==> src/rtl/ldc_pkg.sv <==
package ldc_pkg;
    typedef enum logic [1:0] {
        S_IDLE = 2'd0,
        S_SCAN = 2'd1,
        S_CALC = 2'd2,
        S_DONE = 2'd3
    } ldc_state_e;
endpackage

==> src/rtl/ldc_sample_buf.sv <==
module ldc_sample_buf #(
    parameter int RAW_W = 8,
    parameter int DEPTH = 64,
    localparam int CW = $clog2(DEPTH + 1),
    localparam int IW = $clog2(DEPTH)
) (
    input  logic             clk,
    input  logic             rst_n,
    input  logic             clr,
    input  logic             wr_en,
    input  logic [RAW_W-1:0] wr_data,
    input  logic [IW-1:0]    rd_idx,
    output logic [RAW_W-1:0] rd_data,
    output logic [CW-1:0]    count,
    output logic             full
);
    logic [RAW_W-1:0] mem [DEPTH];

    assign full    = (count == CW'(DEPTH));
    assign rd_data = mem[rd_idx];

    always_ff @(posedge clk or negedge rst_n) begin
        if (!rst_n) begin
            count <= '0;
        end else if (clr) begin
            count <= '0;
        end else if (wr_en && !full) begin
            count <= count + CW'(1);
        end
    end

    always_ff @(posedge clk) begin
        if (wr_en && !full && !clr) begin
            mem[count[IW-1:0]] <= wr_data;
        end
    end
endmodule

==> src/rtl/ldc_range_class.sv <==
module ldc_range_class #(
    parameter int RAW_W = 8,
    localparam int UW = RAW_W + 1
) (
    input  logic [RAW_W-1:0] raw,
    input  logic [RAW_W-1:0] mf,
    input  logic             wrap,
    output logic             is_lo,
    output logic             is_hi,
    output logic [UW-1:0]    unw
);
    logic [RAW_W-1:0] quarter;
    logic [RAW_W-1:0] half;

    always_comb begin
        quarter = mf >> 2;
        half    = mf >> 1;
        is_lo   = (raw < quarter);
        is_hi   = (raw >= (mf - quarter));
        if (wrap && (raw < half)) begin
            unw = UW'(raw) + UW'(mf);
        end else begin
            unw = UW'(raw);
        end
    end
endmodule

==> src/rtl/ldc_extrema.sv <==
module ldc_extrema #(
    parameter int W = 9
) (
    input  logic         clk,
    input  logic         rst_n,
    input  logic         init,
    input  logic         upd,
    input  logic [W-1:0] val,
    output logic [W-1:0] mn,
    output logic [W-1:0] mx,
    output logic         seen
);
    always_ff @(posedge clk or negedge rst_n) begin
        if (!rst_n) begin
            mn   <= '1;
            mx   <= '0;
            seen <= 1'b0;
        end else if (init) begin
            mn   <= '1;
            mx   <= '0;
            seen <= 1'b0;
        end else if (upd) begin
            seen <= 1'b1;
            if (val < mn) mn <= val;
            if (val > mx) mx <= val;
        end
    end
endmodule

==> src/rtl/ldc_stats_top.sv <==
module ldc_stats_top
    import ldc_pkg::*;
#(
    parameter int RAW_W = 8,
    parameter int DEPTH = 64,
    localparam int UW = RAW_W + 1,
    localparam int VW = RAW_W + 2,
    localparam int CW = $clog2(DEPTH + 1),
    localparam int IW = $clog2(DEPTH)
) (
    input  logic             clk,
    input  logic             rst_n,
    input  logic             clr,
    input  logic             smp_vld,
    input  logic [RAW_W-1:0] smp_raw,
    input  logic             fin,
    input  logic [RAW_W-1:0] mf_len,
    output logic [UW-1:0]    min_o,
    output logic [UW-1:0]    max_o,
    output logic [VW-1:0]    var_o,
    output logic [RAW_W-1:0] dly_set,
    output logic             done
);
    ldc_state_e st, nxt;
    logic [IW-1:0]    idx;
    logic             lo_seen, hi_seen, wrap;
    logic             wr_en, full;
    logic [CW-1:0]    count;
    logic [RAW_W-1:0] rd_data;
    logic             w_lo, w_hi, r_lo, r_hi;
    logic [UW-1:0]    w_unw, r_unw;
    logic             ext_init, ext_upd, seen;
    logic [UW-1:0]    mn, mx;

    assign wr_en    = smp_vld && (st == S_IDLE) && !clr;
    assign wrap     = lo_seen && hi_seen;
    assign ext_init = clr || ((st == S_IDLE) && fin);
    assign ext_upd  = (st == S_SCAN) && (CW'(idx) < count);
    assign done     = (st == S_DONE);

    ldc_sample_buf #(.RAW_W(RAW_W), .DEPTH(DEPTH)) u_buf (
        .clk(clk), .rst_n(rst_n), .clr(clr), .wr_en(wr_en),
        .wr_data(smp_raw), .rd_idx(idx), .rd_data(rd_data),
        .count(count), .full(full)
    );

    // Classifier on the write side feeds the wrap flags.
    ldc_range_class #(.RAW_W(RAW_W)) u_cls_wr (
        .raw(smp_raw), .mf(mf_len), .wrap(1'b0),
        .is_lo(w_lo), .is_hi(w_hi), .unw(w_unw)
    );

    // Classifier on the read side applies the wrap decision.
    ldc_range_class #(.RAW_W(RAW_W)) u_cls_rd (
        .raw(rd_data), .mf(mf_len), .wrap(wrap),
        .is_lo(r_lo), .is_hi(r_hi), .unw(r_unw)
    );

    ldc_extrema #(.W(UW)) u_ext (
        .clk(clk), .rst_n(rst_n), .init(ext_init), .upd(ext_upd),
        .val(r_unw), .mn(mn), .mx(mx), .seen(seen)
    );

    // Next state: T_FIN, T_LAST, T_PUBLISH, T_CLR
    always_comb begin
        nxt = st;
        unique case (st)
            S_IDLE: if (fin) nxt = S_SCAN;
            S_SCAN: if (idx == IW'(DEPTH - 1)) nxt = S_CALC;
            S_CALC: nxt = S_DONE;
            S_DONE: nxt = S_DONE;
        endcase
        if (clr) nxt = S_IDLE;
    end

    // State register and scan index
    always_ff @(posedge clk or negedge rst_n) begin
        if (!rst_n) begin
            st  <= S_IDLE;
            idx <= '0;
        end else begin
            st  <= nxt;
            idx <= (st == S_SCAN && nxt == S_SCAN) ? idx + IW'(1) : '0;
        end
    end

    // Outputs and collect-side flags
    always_ff @(posedge clk or negedge rst_n) begin
        if (!rst_n) begin
            lo_seen <= 1'b0;
            hi_seen <= 1'b0;
            min_o   <= '0;
            max_o   <= '0;
            var_o   <= '0;
            dly_set <= '0;
        end else if (clr) begin
            lo_seen <= 1'b0;
            hi_seen <= 1'b0;
            min_o   <= '0;
            max_o   <= '0;
            var_o   <= '0;
            dly_set <= '0;
        end else begin
            if (wr_en && !full) begin
                lo_seen <= lo_seen | w_lo;
                hi_seen <= hi_seen | w_hi;
            end
            if (st == S_CALC && seen) begin
                min_o   <= mn;
                max_o   <= mx;
                var_o   <= VW'(mx) - VW'(mn) + VW'(2);
                dly_set <= (mn == '0) ? (mf_len - RAW_W'(1))
                                      : RAW_W'(mn - UW'(1));
            end
        end
    end

    logic unused_ok;
    assign unused_ok = ^{r_lo, r_hi, w_unw};
endmodule

==> config.mk <==
export PLATFORM = sky130hd
export DESIGN_NAME = ldc_stats_top
export DESIGN_NICKNAME = d
export VERILOG_FILES = /design/src/rtl/ldc_pkg.sv /design/src/rtl/ldc_sample_buf.sv /design/src/rtl/ldc_range_class.sv /design/src/rtl/ldc_extrema.sv /design/src/rtl/ldc_stats_top.sv
export SDC_FILE = /design/constraint.sdc
export NUM_CORES = 1
export LEC_CHECK = 0
export ABC_AREA = 0
export ABC_CLOCK_PERIOD_IN_PS = 6100
export BUFFER_PORTS_ARGS = -buffer_cell sky130_fd_sc_hd__buf_2
export CORE_ASPECT_RATIO = 1.1
export CORE_MARGIN = 10
export CORE_UTILIZATION = 45
export CTS_BUF_LIST = sky130_fd_sc_hd__clkbuf_4 sky130_fd_sc_hd__clkbuf_8
export DETAILED_ROUTE_END_ITERATION = 16
export GPL_TIMING_DRIVEN = 0
export PLACE_DENSITY = 0.61
export REMOVE_ABC_BUFFERS = 1
export SLEW_MARGIN = 40
export SYNTH_ARGS = -nofsm -noshare
export SYNTH_HDL_FRONTEND = slang
export SYNTH_SLANG_ARGS = --single-unit
==> constraint.sdc <==
create_clock -name clk -period 6.1 [get_ports clk]
set_clock_uncertainty 0.15 [all_clocks]
set_input_delay 0 -clock clk [delete_from_list [all_inputs] [get_ports clk]]
set_output_delay 0 -clock clk [all_outputs]
set_load 0.01 [all_outputs]
Yosys cells after proc, flatten, opt, wreduce, memory -nomap -nowiden

Memory sizes are Yosys's and may differ from the RTL's.
Index checks and enable logic that the tools add are counted.

Bits in registers: 72
Memory bits (writable): 512
Input port bits: 21
Output and inout bits: 37
Logic and storage cells: 89
Memories: 1

$add $sub $neg: 8
Magnitude comparators: 6
Eq/ne operators: 6
Mux-type cells: 31
Bitwise logic cells: 2
Reductions and logical operators: 23

Memories:

| name      | words | bits a word | rd ports | clocked after memory_dff | wr ports | line                 | source |
|---|---|---|---|---|---|---|---|
| u_buf.mem | 64    | 8           | 1        | 0                        | 1        | ldc_sample_buf.sv:17 | `logic [RAW_W-1:0] mem [DEPTH];` |

Operators by type and width:

| operator                                                            | number |
|---|---|
| 9-bit two-way mux                                                   | 11 |
| 8-bit two-way mux                                                   | 3 |
| 10-bit two-way mux                                                  | 2 |
| 8-bit by 1-bit subtractor with 8-bit output (second input constant) | 2 |
| 7-bit two-way mux                                                   | 2 |
| 10-bit by 2-bit adder with 10-bit output (second input constant)    | 1 |
| 1-bit logical AND                                                   | 10 |
| 2-bit nonzero test                                                  | 5 |
| 9-bit by 9-bit subtractor with 10-bit output                        | 1 |
| 8-bit by 8-bit adder with 9-bit output                              | 1 |
| 9-bit greater-than comparator                                       | 1 |
| 9-bit zero test                                                     | 1 |
| 9-bit < comparator                                                  | 1 |
| 8-bit >= comparator                                                 | 1 |
| 8-bit by 6-bit < comparator with 1-bit output                       | 1 |
| 8-bit by 7-bit < comparator with 1-bit output                       | 1 |
| 1-bit two-way mux                                                   | 8 |
| 8-bit by 6-bit subtractor with 8-bit output                         | 1 |
| 7-bit by 1-bit adder with 7-bit output (second input constant)      | 1 |
| 7-bit equality test (second input constant)                         | 1 |
| 6-bit by 7-bit < comparator with 1-bit output                       | 1 |
| 6-bit by 1-bit adder with 6-bit output (second input constant)      | 1 |
| 6-bit equality test (second input constant)                         | 1 |
| 2-bit two-way mux                                                   | 3 |
| 10 further kinds                                                    | 15 |

Depth between registers and ports, before layout

An unclocked memory read counts as a cell.

Depth after elaboration: 8
Mapped depth: 32
Gate-level depth less buffers: 26

Cells and area by module

A second synthesis with hierarchy kept.

Cell total of the unflattened synthesis: 1668
Area, all modules: 26399.1 sq um

By module, submodules not included:

| module          | times used | cells each | area each (sq um) | sequential area each (sq um) |
|---|---|---|---|---|
| ldc_sample_buf  | 1          | 979        | 20333.3           | 15549.9 |
| ldc_stats_top   | 1          | 277        | 2605.0            | 1151.1 |
| ldc_range_class | 2          | 138        | 1097.3            | 0.0 |
| ldc_extrema     | 1          | 136        | 1266.2            | 486.7 |

Worst setup path after synthesis

No wires, ideal clock.

Path type: register -> register
Start: reg idx[0]
End: reg u_ext.mn[7]
Setup time: 0.095 ns
Arrival time: 5.830 ns
Data required time: 5.855 ns
Path slack: 0.024 ns
Stages on the path, launching flop included: 29
Path buffers: 6
Period minus slack after synthesis: 6.076 ns
Cells stage by stage: dfrtp_1 buf_4 buf_6 buf_4 buf_2 mux4_2 mux4_2 nand2_1 o311ai_0 o21ai_0 inv_1 ha_1 and3_1 a2111o_1 a21oi_2 nand2b_4 buf_6 a21oi_1 inv_1 ha_1 a2111oi_0 o21ai_0 o21ai_0 o211ai_1 a211oi_1 a21oi_1 buf_2 mux2i_1 nand2_1

Word-level cells in the longest chain between the ends: 7
Elaborated cells between the ends (all ways): 14
Those cells by class: 1 x add/sub; 3 x order compare; 4 x mux; 5 x reduce/logical; 1 x memory

RTL lines:

| element                                                                   | line                  | source |
|---|---|---|
| from (decl)                                                               | ldc_stats_top.sv:25   | `logic [IW-1:0] idx;` |
| from (signal assigned)                                                    | ldc_stats_top.sv:83   | `idx <= (st == S_SCAN && nxt == S_SCAN) ? idx + IW'(1) : '0;` |
| memory 64 x 8 bit                                                         | n/a                   |  |
| 8-bit by 7-bit < comparator with 1-bit output                             | ldc_range_class.sv:20 | `if (wrap && (raw < half)) begin` |
| 1-bit logical AND                                                         | ldc_range_class.sv:20 |  |
| 9-bit two-way mux                                                         | ldc_range_class.sv:20 |  |
| 9-bit < comparator / 9-bit two-way mux (equally long branches)            | ldc_extrema.sv:24     | `if (val < mn) mn <= val;` |
| 2-bit nonzero test (no line) / 9-bit two-way mux (equally long branches)  | n/a                   |  |
| 2-bit AND reduction (no line) / 9-bit two-way mux (equally long branches) | n/a                   |  |
| to (signal assigned)                                                      | ldc_extrema.sv:24     |  |
| to (decl)                                                                 | ldc_extrema.sv:9      | `output logic [W-1:0] mn,` |

Parallel ways exist; a longest one is shown, timed or not. The select of a mux whose other input is x is not followed.
A chain may end at the register's enable or synchronous reset.

Worst setup path in the final report

Ends and elaborated chain as after synthesis.

==> key figures <==
Status
  – Run status: finished clean

Placement
  – PortBufs: 57
  – Instance area after placement: 26,300 sq um
  – DP HPWL: 36.7 mm
  – Final Wtd Congestion: 0.822
  – Dpl ws: -1.53 ns

GRT
  – Via count of the first global-routing pass: 14,649
  – Remaining global-route overflow: 0
  – Wire length of the first global-routing pass: 92.5 mm
  – Overall track demand over capacity in global routing: 18.8%
  – Pin count of the biggest net entering global routing: 67
  – Number of antenna violations at the first check in global routing: 1

Synthesis
  – Top cell type's share of synthesized area: 61.4%
  – Share of synthesized area occupied by flip-flops and latches: 68.7%
  – Fraction of synthesis flops using an asynchronous set or reset pin: 12.3%
  – Biggest area contributors in the synthesized netlist: edfxtp_1, mux4_2, dfrtp_1
  – Number of warnings reported in the yosys synthesis log: 0
  – Flip-flop and latch count after synthesis: 584
  – Cell type contributing the most total cell area after synthesis: edfxtp_1
  – Post-synthesis instance area: 25,000 sq um
  – Netlist cell types: 63
  – Synthesized instance count: 1,512
  – Most common flop cell mapped by yosys: edfxtp_1
  – Avg Inst Size Synth: 16.5 sq um
  – Post-synth EDFFs: 512

STA
  – Worst setup margin: 0.0817 ns
  – Fmax achieved: 166 MHz
  – Final Cycle Share: 98.7%
  – Minimum hold slack: 0.189 ns
  – Worst slew slack as a fraction of its limit: 41.5%
  – RSZ-0062 raised after global routing: true
  – Transition time at the pin with the least slew margin: 0.878 ns
  – Final hold vios: 0
  – Shortest clock period the worst path allows after layout: 6.02 ns
  – Max Slew Vio Count: 0
  – Setup violation total in the final timing report: 0

CTS
  – Clock latency at the later pin of the worst-skew pair: 0.68 ns
  – TritonCTS Sinks: 584
  – Number of clock buffers inserted by TritonCTS: 93
  – Maximum clock insertion buffer count: 3
  – TritonCTS clock tree: yes
  – Buffer type at the clock tree root: clkbuf_8
  – Deepest level of the CTS H-tree: 3
  – Clock transition time at the flip-flop clock pins of the worst setup and hold paths: 0.06 ns

Floorplanning
  – Starting density of the core: 45.5%
  – I/O pin count: 58
  – Die area: 65,400 sq um
  – Placement Rows: 90
  – Core area: 55,000 sq um
  – Chip Width: 245 um
  – Vertical die dimension: 267 um

Setup path
  – Critical Path End Type: flop
  – Worst path arrival time: 6.44 ns
  – Critical path start-end classification: reg2reg
  – Element type at the critical path start: flop
  – Required time of the critical path: 6.52 ns
  – Crit path max fanout: 7

Cells and area
  – Fraction of final layout cells sized beyond drive strength 1: 30.1%
  – Inserted Diodes: 0
  – Final Cell Area: 29,800 sq um
  – Count of nets after finishing: 1,803
  – Count of filler cells inserted in the layout: 4,450
  – Layout-stage area growth over the synthesis result: 19.2%
  – Final core occ: 54.3%

Job
  – Max cap viols: 0

Pwr
  – Max VDD drop: 165 uV
  – Total Power Consumption: 8290 uW
  – Leakage dissipation: 0.0102 uW
  – PD cells: 278 nW/um^2

Detailed routing
  – Drt first-iter violations: 1,252
  – Post-route DRC: 0
  – Wirelength per Cell: 24.7 um
  – Vias per Instance: 5.70
  – Total length of routed wires: 62.2 mm
  – Pre-Repair DR Iteration Count: 5
  – Via count: 14,342
  – DRT antenna net count: 0

Hold path
  – Min-Delay Path Class: in2reg
[synth_stat cells (all sizes together), types with 4 or more instances]
master  instances
o21ai          55
nand4           6
o22ai          12
a211oi          8
mux2            6
inv            71
o31ai           6
a21oi          53
nor2b          12
edfxtp        512
buf            35
nand3          25
and2            4
nand2          63
o21bai          6
o311ai          4
clkbuf         32
mux4          109
dfrtp          63
a21o           12
o211ai          4
nor3           13
mux2i          74
xor2            7
o221ai         28
nor2          118
dfstp           9
a31oi           5
a22oi           9
o21a            6
nand2b          9
xnor2          21
a22o            5
ha             76
[cell families (layout without fill, tap and decap cells)]
| kind of cell | Yosys count | count (layout) | synth area share (%) |
|---|---|---|---|
| and+or+nand+nor | 261 | 264 | 4.60 |
| muxes | 189 | 189 | 13.0 |
| DFF | 584 | 584 | 68.7 |
| adders and majority gates | 79 | 79 | 4.04 |
| AOI/OAI and AO/OA | 231 | 233 | 6.11 |
| xor gates and xnor gates | 28 | 28 | 0.980 |
| buffers and inverters | 140 | 401 | 2.53 |
[area by class of cell]
class                   instances  area (sq um)  area share (%)
clock buffers                 127          1560            5.23
clock inverters                43           297           0.994
inverters                      73           287           0.961
multi-input cells             793          7970            26.7
flip-flops and latches        584         17200            57.7
well taps                     736           921            3.09
repair buffers                158          1580            5.31
[worst max-delay path, cell delays in order (launching register included)]
cell and delay (ns):
dfrtp_4 0.50, buf_12 0.14, buf_16 0.14, buf_12 0.15, mux4_2 0.46, mux4_2 0.60
nand2_2 0.10, o31ai_2 0.09, o21ai_1 0.21, inv_2 0.08, ha_4 0.22, and3_4 0.18
a2111o_1 0.47, a21oi_4 0.24, nand2b_4 0.17, a21oi_4 0.26, inv_2 0.10, ha_4 0.27
a21oi_1 0.06, o21ai_1 0.12, o21ai_1 0.08, o211ai_1 0.27, a211oi_2 0.08, buf_4 0.16
a21oi_4 0.29, mux2i_1 0.22, nand2_1 0.07
[cell usage in the layout, fill, tap and decap left out, types with 23 or more instances in the layout]
master	netlist	final
buf_2	14	49
dfrtp_1	63	57
edfxtp_1	512	512
dlygate4sd3_1	0	28
nand2_1	63	58
clkinv_1	2	27
clkbuf_8	0	97
a21oi_1	50	41
mux2i_1	74	73
inv_1	71	61
nand3_1	25	23
mux4_2	109	109
nor2_2	0	43
nor2_1	118	73
clkbuf_4	0	30
o21ai_0	55	42
buf_4	12	50
ha_1	76	69
[layer usage]
layer | global-route usage (%) | wire length [um] | share of wire (%)
met1 | 24.6 | 26000 | 42
met2 | 30.9 | 30800 | 50
met3 | 3.19 | 3560 | 5.7
met4 | 7.30 | 1780 | 2.9
met5 | 0 | 0 | 0
[through the flow]
stage	setup TNS, ns	std cells
2_1_floorplan	-81.92	1445
3_3_place_gp	-176.97	2238
3_5_place_dp	-23.81	2251
4_1_cts	0	2475
5_1_grt	-0.726	2514
6_report	0	2514
[path summary, 6_finish.rpt]
kind                       startpoint     endpoint  slack, ns  cells past startpoint
setup / recovery               idx[0]  u_ext.mn[7]       0.08                     26
hold / removal              mf_len[7]   dly_set[7]       0.19                      5
setup reg to reg               idx[0]  u_ext.mn[7]       0.08                     26
hold reg to reg              min_o[7]     min_o[7]       0.32                      2
max in group asynchronous       rst_n  u_ext.mn[7]       4.78                      5
min in group asynchronous       rst_n     var_o[1]       0.33                      4
[power by group]
group | switching, uW | internal (uW)
Clock | 1530 | 1830
Sequential | 11.6 | 4360
Combinational | 311 | 246
[registers in the layout, indices dropped and copies added, names as in the netlist]
register     cells
u_buf.mem      512
min_o            9
st               2
idx              6
u_ext.mn         9
dly_set          8
u_buf.count      7
u_ext.mx         9
hi_seen          1
max_o            9
lo_seen          1
u_ext.seen       1
var_o           10
[timing repair]
item / 4_1_cts / 5_1_grt
setup endpoints to repair: 18 / 18
pin swaps: 11 / 25
setup buffers: 17 / 37
gates resized for setup: 73 / 56
hold buffers: 28 / 1
endpoints found under the hold margin: 635 / 17
cloned: 9 / 2
(Power assumes the default switching activity.)
